==> config.mk <==
export PLATFORM = sky130hd
export DESIGN_NAME = ull_sketch
export DESIGN_NICKNAME = d
export VERILOG_FILES = /design/src/rtl/ull_pkg.sv /design/src/rtl/ull_lzc.sv /design/src/rtl/ull_obs_pos.sv /design/src/rtl/ull_reg_update.sv /design/src/rtl/ull_sketch.sv
export SDC_FILE = /design/constraint.sdc
export NUM_CORES = 2
export LEC_CHECK = 0
export BUFFER_PORTS_ARGS = -buffer_cell sky130_fd_sc_hd__buf_2
export CORE_MARGIN = 1
export CORE_UTILIZATION = 29
export DETAILED_ROUTE_END_ITERATION = 16
export MAX_ROUTING_LAYER = met4
export PLACE_DENSITY_LB_ADDON = 0.12
export SLEW_MARGIN = 5
export SYNTH_ARGS = -nofsm -noshare
export SYNTH_HDL_FRONTEND = slang
export SYNTH_SLANG_ARGS = --single-unit
==> constraint.sdc <==
create_clock -name clk_i -period 14.1 [get_ports clk_i]
set_clock_uncertainty 0.05 [all_clocks]
set_input_delay 0 -clock clk_i [delete_from_list [all_inputs] [get_ports clk_i]]
set_output_delay 0 -clock clk_i [all_outputs]
set_load 0.02 [all_outputs]
==> src/rtl/ull_pkg.sv <==
package ull_pkg;
  localparam int HASH_W = 64;
  localparam int POS_W  = 6;
  localparam int LZ_W   = 7;
  typedef logic [7:0]        ureg_t;
  typedef logic [POS_W-1:0]  pos_t;
endpackage

==> src/rtl/ull_lzc.sv <==
module ull_lzc #(
  parameter int W = 64,
  localparam int CW = $clog2(W + 1)
) (
  input  logic [W-1:0]  in_i,
  output logic [CW-1:0] cnt_o
);
  always_comb begin
    cnt_o = CW'(W);
    for (int i = 0; i < W; i++) begin
      if (in_i[i]) cnt_o = CW'(W - 1 - i);
    end
  end
endmodule

==> src/rtl/ull_obs_pos.sv <==
module ull_obs_pos
  import ull_pkg::*;
#(
  parameter int P = 6
) (
  input  logic [HASH_W-1:0] hash_i,
  output pos_t              pos_o
);
  localparam logic [LZ_W-1:0] SAT  = LZ_W'(HASH_W - P);
  localparam logic [LZ_W-1:0] BIAS = LZ_W'(P - 1);

  logic [HASH_W-1:0] tail;
  logic [LZ_W-1:0]   lz, lz_sat, sum;

  assign tail = hash_i << P;

  ull_lzc #(.W(HASH_W)) u_lzc (.in_i(tail), .cnt_o(lz));

  assign lz_sat = (lz > SAT) ? SAT : lz;
  assign sum    = lz_sat + BIAS;
  assign pos_o  = sum[POS_W-1:0];
endmodule

==> src/rtl/ull_reg_update.sv <==
module ull_reg_update
  import ull_pkg::*;
(
  input  ureg_t old_i,
  input  pos_t  pos_i,
  output ureg_t new_o
);
  pos_t              ex, sh, hi;
  logic [HASH_W-1:0] pfx_old, pfx_new, mant_src;
  logic [LZ_W-1:0]   lz, hi_w;
  logic [1:0]        mant;

  // unpack: implicit one above the two stored bits
  always_comb begin
    ex      = old_i[7:2];
    sh      = (ex >= pos_t'(2)) ? ex - pos_t'(2) : '0;
    pfx_old = (old_i == '0) ? '0 : (HASH_W'({1'b1, old_i[1:0]}) << sh);
    pfx_new = pfx_old | (HASH_W'(1) << pos_i);
  end

  ull_lzc #(.W(HASH_W)) u_lzc (.in_i(pfx_new), .cnt_o(lz));

  // pack: keep leading one and two bits below it
  always_comb begin
    hi_w     = LZ_W'(HASH_W - 1) - lz;
    hi       = hi_w[POS_W-1:0];
    mant_src = pfx_new >> (hi - pos_t'(2));
    mant     = (hi >= pos_t'(2)) ? mant_src[1:0] : 2'b00;
    new_o    = {hi, mant};
  end
endmodule

==> src/rtl/ull_sketch.sv <==
module ull_sketch
  import ull_pkg::*;
#(
  parameter int P = 6,
  localparam int NREG = 1 << P
) (
  input  logic              clk_i,
  input  logic              rst_ni,
  input  logic              valid_i,
  input  logic [HASH_W-1:0] hash_i,
  input  logic              clear_i,
  output logic              ready_o,
  input  logic [P-1:0]      rd_idx_i,
  output logic [7:0]        rd_data_o
);
  ureg_t          regs [NREG];
  logic           s1_vld;
  logic [P-1:0]   s1_idx;
  pos_t           s1_pos, obs_pos;
  ureg_t          upd;
  logic           clr_busy;
  logic [P-1:0]   clr_cnt;
  logic           accept;

  assign ready_o   = ~clr_busy;
  assign accept    = valid_i & ready_o & ~clear_i;
  assign rd_data_o = regs[rd_idx_i];

  ull_obs_pos #(.P(P)) u_obs (.hash_i(hash_i), .pos_o(obs_pos));

  ull_reg_update u_upd (.old_i(regs[s1_idx]), .pos_i(s1_pos), .new_o(upd));

  // stage 1: capture index and observed bit
  always_ff @(posedge clk_i or negedge rst_ni) begin
    if (!rst_ni) begin
      s1_vld <= 1'b0;
      s1_idx <= '0;
      s1_pos <= '0;
    end else begin
      s1_vld <= accept;
      if (accept) begin
        s1_idx <= hash_i[HASH_W-1 -: P];
        s1_pos <= obs_pos;
      end
    end
  end

  // clear sequencer
  always_ff @(posedge clk_i or negedge rst_ni) begin
    if (!rst_ni) begin
      clr_busy <= 1'b0;
      clr_cnt  <= '0;
    end else if (clr_busy) begin
      clr_cnt <= clr_cnt + 1'b1;
      if (clr_cnt == P'(NREG - 1)) clr_busy <= 1'b0;
    end else if (clear_i) begin
      clr_busy <= 1'b1;
      clr_cnt  <= '0;
    end
  end

  // stage 2: write back; s1 and clear never overlap
  always_ff @(posedge clk_i or negedge rst_ni) begin
    if (!rst_ni) begin
      for (int i = 0; i < NREG; i++) regs[i] <= '0;
    end else if (clr_busy) begin
      regs[clr_cnt] <= '0;
    end else if (s1_vld) begin
      regs[s1_idx] <= upd;
    end
  end
endmodule

# After elaboration in Yosys (flattened, before gate mapping)
# Cells that the tools add are included.
# W data, S select, Z words.
[totals]
inputBits = 74
register_bits = 532
word_cells = 245
[classes]
n_lt_le_gt_ge = 8
eq_ne = 1
n_reduce_logical = 5
shift = 3
muxes = 144
bitwise = 10
addsub = 5
[ops]
columns = ["op", "count"]
rows = [
  ["$mux W512", 2],
  ["$and A512 B512 Y512", 1],
  ["$bwmux W512", 1],
  ["$not A512 Y512", 1],
  ["$mux W6", 68],
  ["$mux W7", 58],
  ["$bmux W8 S6", 2],
  ["$demux W8 S6", 2],
  ["$mux W64", 1],
  ["$or A64 B64 Y64", 1],
  ["$shl A1 B6 Y64 const A", 1],
  ["$shl A3 B6 Y64", 1],
  ["$shr A64 B6 Y2", 1],
  ["$mux W8", 6],
  ["$ge A7 B7 Y1 const B", 3],
  ["$not A6 Y7", 3],
  ["$lt A7 B1 Y1 const B", 2],
  ["$ge A6 B2 Y1 const B", 2],
  ["$sub A6 B2 Y6 const B", 2],
  ["$logic_not A8 Y1", 1],
  ["$gt A7 B6 Y1 const B", 1],
  ["$add A6 B1 Y6 const B", 1],
  ["$add A6 B3 Y6 const B", 1],
  ["$eq A6 B6 Y1 const B", 1],
  ["7 further kinds", 13],
]

# Longest topological paths before layout
[logic_depth]
depth_word = 80
mapped_depth = 38
mapped_depth_nobuf = 27

# By module
# From an unflattened synthesis, not the netlist that was laid out.
[unflattened]
cells_unflattened = 2990
area_unflattened_um2 = 33280.7
[by_module_without_submodules]
columns = ["module", "area_each_um2", "cells_each", "instances", "seq_area_each_um2"]
rows = [
  ["ull_sketch", 28656.2, 2217, 1, 13312.8],
  ["ull_reg_update", 2760.1, 454, 1, 0.0],
  ["ull_lzc", 859.6, 147, 2, 0.0],
  ["ull_obs_pos", 145.1, 25, 1, 0.0],
]

# Worst setup path after synthesis
# Ideal clock, no wire load.
[synth_timing]
kind = "register to register"
start = "register s1_idx[0]"
end = "register regs[112] in the netlist's numbering"
path_slack_ns = 6.097
stages_incl_launch_ff = 36
arrival_ns = 7.827
path_cell_list = "dfrtp_1 buf_6 and2_4 clkbuf_1 a221o_1 a21oi_1 o22ai_1 or4_1 buf_2 inv_1 buf_2 ha_1 clkbuf_1 xnor2_1 a41o_1 o2bb2ai_1 buf_2 a22o_1 nor2_1 and4_1 a2111o_1 nand2_2 buf_2 clkbuf_1 clkbuf_1 ha_1 clkbuf_1 clkbuf_1 clkbuf_1 clkbuf_1 mux4_2 a32oi_1 nand4_1 o211ai_2 buf_2 o31ai_1"
[synth_via]
elab_chain_cells = 80
[synth_rtl]
columns = ["item", "line", "rtl"]
rows = [
  ["from (decl)", "ull_sketch.sv:18", "logic [P-1:0] s1_idx;"],
  ["from (signal assigned)", "ull_sketch.sv:42", "s1_idx <= hash_i[HASH_W-1 -: P];"],
  ["$not A6 Y7 (not written as such) (*)", "ull_sketch.sv:31, ull_sketch.sv:69", ""],
  ["$bmux W8 S6", "ull_sketch.sv:31", "ull_reg_update u_upd (.old_i(regs[s1_idx]), .pos_i(s1_pos), .new_o(upd));"],
  ["$mux W8 (not written as such) (2 in series)", "ull_sketch.sv:31", ""],
  ["$sub A6 B2 Y6 or $ge A6 B2 Y1 (tied branches)", "ull_reg_update.sv:16", "sh = (ex >= pos_t'(2)) ? ex - pos_t'(2) : '0;"],
  ["$mux W6", "ull_reg_update.sv:16", ""],
  ["$shl A3 B6 Y64", "ull_reg_update.sv:17", "pfx_old = (old_i == '0) ? '0 : (HASH_W'({1'b1, old_i[1:0]}) << sh);"],
  ["$mux W64", "ull_reg_update.sv:17", ""],
  ["$or A64 B64 Y64", "ull_reg_update.sv:18", "pfx_new = pfx_old | (HASH_W'(1) << pos_i);"],
  ["$mux W6 (64 in series)", "ull_lzc.sv:11", "if (in_i[i]) cnt_o = CW'(W - 1 - i);"],
  ["$sub A6 B6 Y6", "ull_reg_update.sv:25", "hi_w = LZ_W'(HASH_W - 1) - lz;"],
  ["$sub A6 B2 Y6", "ull_reg_update.sv:27", "mant_src = pfx_new >> (hi - pos_t'(2));"],
  ["$shr A64 B6 Y2", "ull_reg_update.sv:27", ""],
  ["$mux W2", "ull_reg_update.sv:28", "mant = (hi >= pos_t'(2)) ? mant_src[1:0] : 2'b00;"],
  ["$bwmux W512 (*)", "ull_sketch.sv:69", "regs[s1_idx] <= upd;"],
  ["$mux W512 (*)", "ull_sketch.sv:68", "end else if (s1_vld) begin"],
  ["$mux W512 (*)", "ull_sketch.sv:66", "end else if (clr_busy) begin"],
  ["to (signal, indexed assignment)", "ull_sketch.sv:69", ""],
  ["to (decl)", "ull_sketch.sv:16", "ureg_t regs [NREG];"],
]
# Every way passes the cells marked *; elsewhere a longest branch is shown, timed or not. The select of a mux whose other input is x is not followed.
# A chain may end at the register's enable or synchronous reset.

# Worst setup path in the final report
[layout_timing]
start = "register s1_idx[2]"
end = "register regs[400] in the netlist's numbering"
# Same word-level chain as after synthesis.

==> results_dict.tcl <==
set metrics [dict create \
    period_minus_slack_ns 10.92 \
    syn_to_final_growth_pct 12.6 \
    worst-path-buf-inv 5 \
    synth_edf_count 0 \
    critPathLaunch "s1_idx[2]" \
    synth_common_cells "716 x nand2_1, 532 x dfrtp_1, 469 x o21ai_0, 204 x mux4_2, 158 x clkbuf_1" \
    ys.flop_type "dfrtp_1" \
    h-tree-depth 2 \
    maxCapViolations 0 \
    grt_pass1_wl_um 236000 \
    syn_inst 3488 \
    synth_cell_type_count 103 \
    synthArstFlopShare_pct 100 \
    dieHeight_um 342 \
    period_share_pct 77.5 \
    avgSynthCellArea_um2 9.61 \
    rsz0062_at_grt "false" \
    drt-total-wl_um 164000 \
    slowest_delay_ns 0.90 \
    hold_class "in -> reg" \
    cts_inserted_buffers 60 \
    synth-seq-cells 532 \
    slowest_stage "o211ai_4" \
    port_buffers 82 \
    status "finished, violations left" \
    dpl.hpwl_um 114000 \
    grt_max_degree 152 \
    crit_type "reg -> reg" \
    via_per_inst 6.18 \
    clk_latency_ns 0.67 \
    synth_top_area_cell "dfrtp_1" \
    yosys_warnings 0 \
    hp-start "hash_i[24]" \
    synth.net_count 3567 \
    slew_headroom_pct 12.9 \
    die_area_um2 117000 \
    routedWlPerCell_um 32.5 \
    vias 31204 \
    tightest_slew_ns 1.30 \
    cts-root-buf "clkbuf_16" \
    crit_required_ns 14.57 \
    critical_path_peak_fanout 59 \
    synth_area_um2 33500 \
    worstPathCellList "buf_4, and2_0, buf_4, a221oi_1, a22oi_1, nand4_1, a2111o_1, nor4_4, mux2_2, a22oi_1, a21boi_0, a31oi_1, o31ai_1, a2111o_1, nand2_4, ha_1, buf_4, clkinv_1, or3_1, o211ai_1, nand4_1, o211ai_4, buf_12, o31ai_1" \
    yosysSeqAreaShare_pct 39.7 \
    drtIter0Drc 3400 \
    ant_nets 0 \
    setup_viol 0 \
    cp-end-kind "flip-flop" \
    grt_util_all_layers_pct 28.7 \
    tns_ns 0 \
    grt_pass1_vias 30299 \
    fmax_ghz 0.0915 \
    antenna_found_initial 4 \
    drive_gt1_share_pct 17.1 \
    clk_pin_slew_ns 0.06 \
    cp.arrival_ns 11.40 \
    start_util_pct 29.3 \
    coreArea_um2 115000 \
    synth_top_area_share_pct 39.7 \
    cts_tree "built" \
    cp_top_family "compound AO/OA/AOI/OAI gates" \
    cts_buffer_depth 3 \
    slew_viol_final 0 \
    place.gp.congestion 0.944 \
    violations "DRC" \
    finalHoldViolations 0 \
    pin_count 83 \
    timing.rr.start "s1_idx[2]" \
    clock-sinks 532 \
    rows 124 \
    nets 3563 \
    synthTopCellsByArea "dfrtp_1 40%, mux4_2 14%, nand2_1 8.0%" \
    drc 4 \
    crit_top_cell "buf_4" \
    chipWidth_um 342 \
    critPathLaunchType "flip-flop" \
    post-synth-top-count-cell "nand2_1" \
    grt-ovfl-total 0 \
    drt-pass1-iter-count 13 \
]
==> cells in the final DEF (no fill, tap or decap), types with 15 or more instances in the layout <==
master	netlist	routed
o21ai_0	469	469
a221o_1	23	23
a22oi_1	111	111
clkbuf_8	0	17
a21oi_1	88	88
o21ai_1	61	61
mux4_2	204	204
o31ai_1	86	86
mux2i_1	69	69
and3_1	18	18
nor4_1	19	19
nand3_1	47	47
nand2b_1	19	19
dfrtp_1	532	529
dlygate4sd3_1	0	26
a211oi_1	26	26
a221oi_1	40	40
nor2b_1	20	17
nand2_1	716	714
mux2_2	36	36
o21a_1	15	15
inv_1	27	26
clkbuf_16	0	61
o211ai_1	24	24
a31oi_1	20	20
o22ai_1	54	54
nor2_1	129	121
buf_2	42	79
buf_4	14	83
nor3_1	47	43
clkbuf_1	158	16
==> metal layers <==
layer | part of all wire [%] | track usage (%)
met1 | 42 | 37.6
met2 | 47 | 45.4
met3 | 6.5 | 4.00
met4 | 3.8 | 9.68
met5 | 0 | -
==> kinds of logic (layout without fill, tap and decap cells) <==
logic type               Yosys count  after routing  synth area share, %
AO/OA/AOI/OAI                   1201           1201                 23.3
XOR/XNOR                          10             10                0.284
adder cells (fa/ha/maj)            5              5                0.187
buffers and inverters            297            342                 4.31
flip-flops                       532            532                 39.7
multiplexers                     313            313                 17.1
other                              0              4                    0
AND/OR/NAND/NOR                 1130           1130                 15.0
==> worst min-delay path, stage by stage <==
cell and delay [ns]:
buf_2 0.09, nor2_1 0.04, nand2_1 0.08, nor2_1 0.08, nand2_1 0.08, a21oi_1 0.08
xor2_1 0.15, o21ai_0 0.09
==> sequential cells by signal, indices dropped and copies added (netlist names) <==
name and cells:
clr_busy 1, clr_cnt 6, regs 512, s1_idx 6, s1_pos 6, s1_vld 1
==> path summary, 6_finish.rpt <==
check | cells past startpoint | slack [ns] | endpoint
setup reg to reg | 24 | 3.18 | regs[400]
setup / recovery | 24 | 3.18 | regs[400]
hold reg to reg | 2 | 0.45 | regs[426]
hold / removal | 8 | 0.05 | s1_pos[4]
max in group asynchronous | 5 | 11.30 | regs[262]
min in group asynchronous | 3 | 0.52 | regs[129]
==> per-stage QoR <==
step | area [um^2] | utilization, % | std cells | hold WS (ns) | worst slack [ns]
after floorplan | 33500 | - | 3488 | -0.346 | 6.10
after global placement | 35400 | 30.9 | 4908 | 0.0715 | 3.41
after detailed placement | 35400 | 30.9 | 4908 | 0.0670 | 3.40
after CTS | 37700 | 33.0 | 5045 | 0.0268 | 3.36
after global routing | 37700 | 33.0 | 5049 | 0.128 | 2.84
final | 37700 | 33.0 | 5049 | 0.0468 | 3.18
==> what timing repair did <==
action / CTS / global route
resized for setup: 0 / 0
endpoints found under the hold margin: 109 / 0
buffers inserted: 0 / 0
hold buffers: 26 / 0
==> layout make-up <==
type,instances,area [um^2]
fill,11857,76800
multi-input combinational,2659,18900
sequential,532,13300
tap,1512,1890
clock buffer,94,1820
timing repair buffer,197,1440
clock inverter,17,243
inverter,34,128
antenna,4,10.0
Power is left out: the tool's default activity adds up to more than one toggle a clock period on the data nets, which glitch-free logic cannot reach.
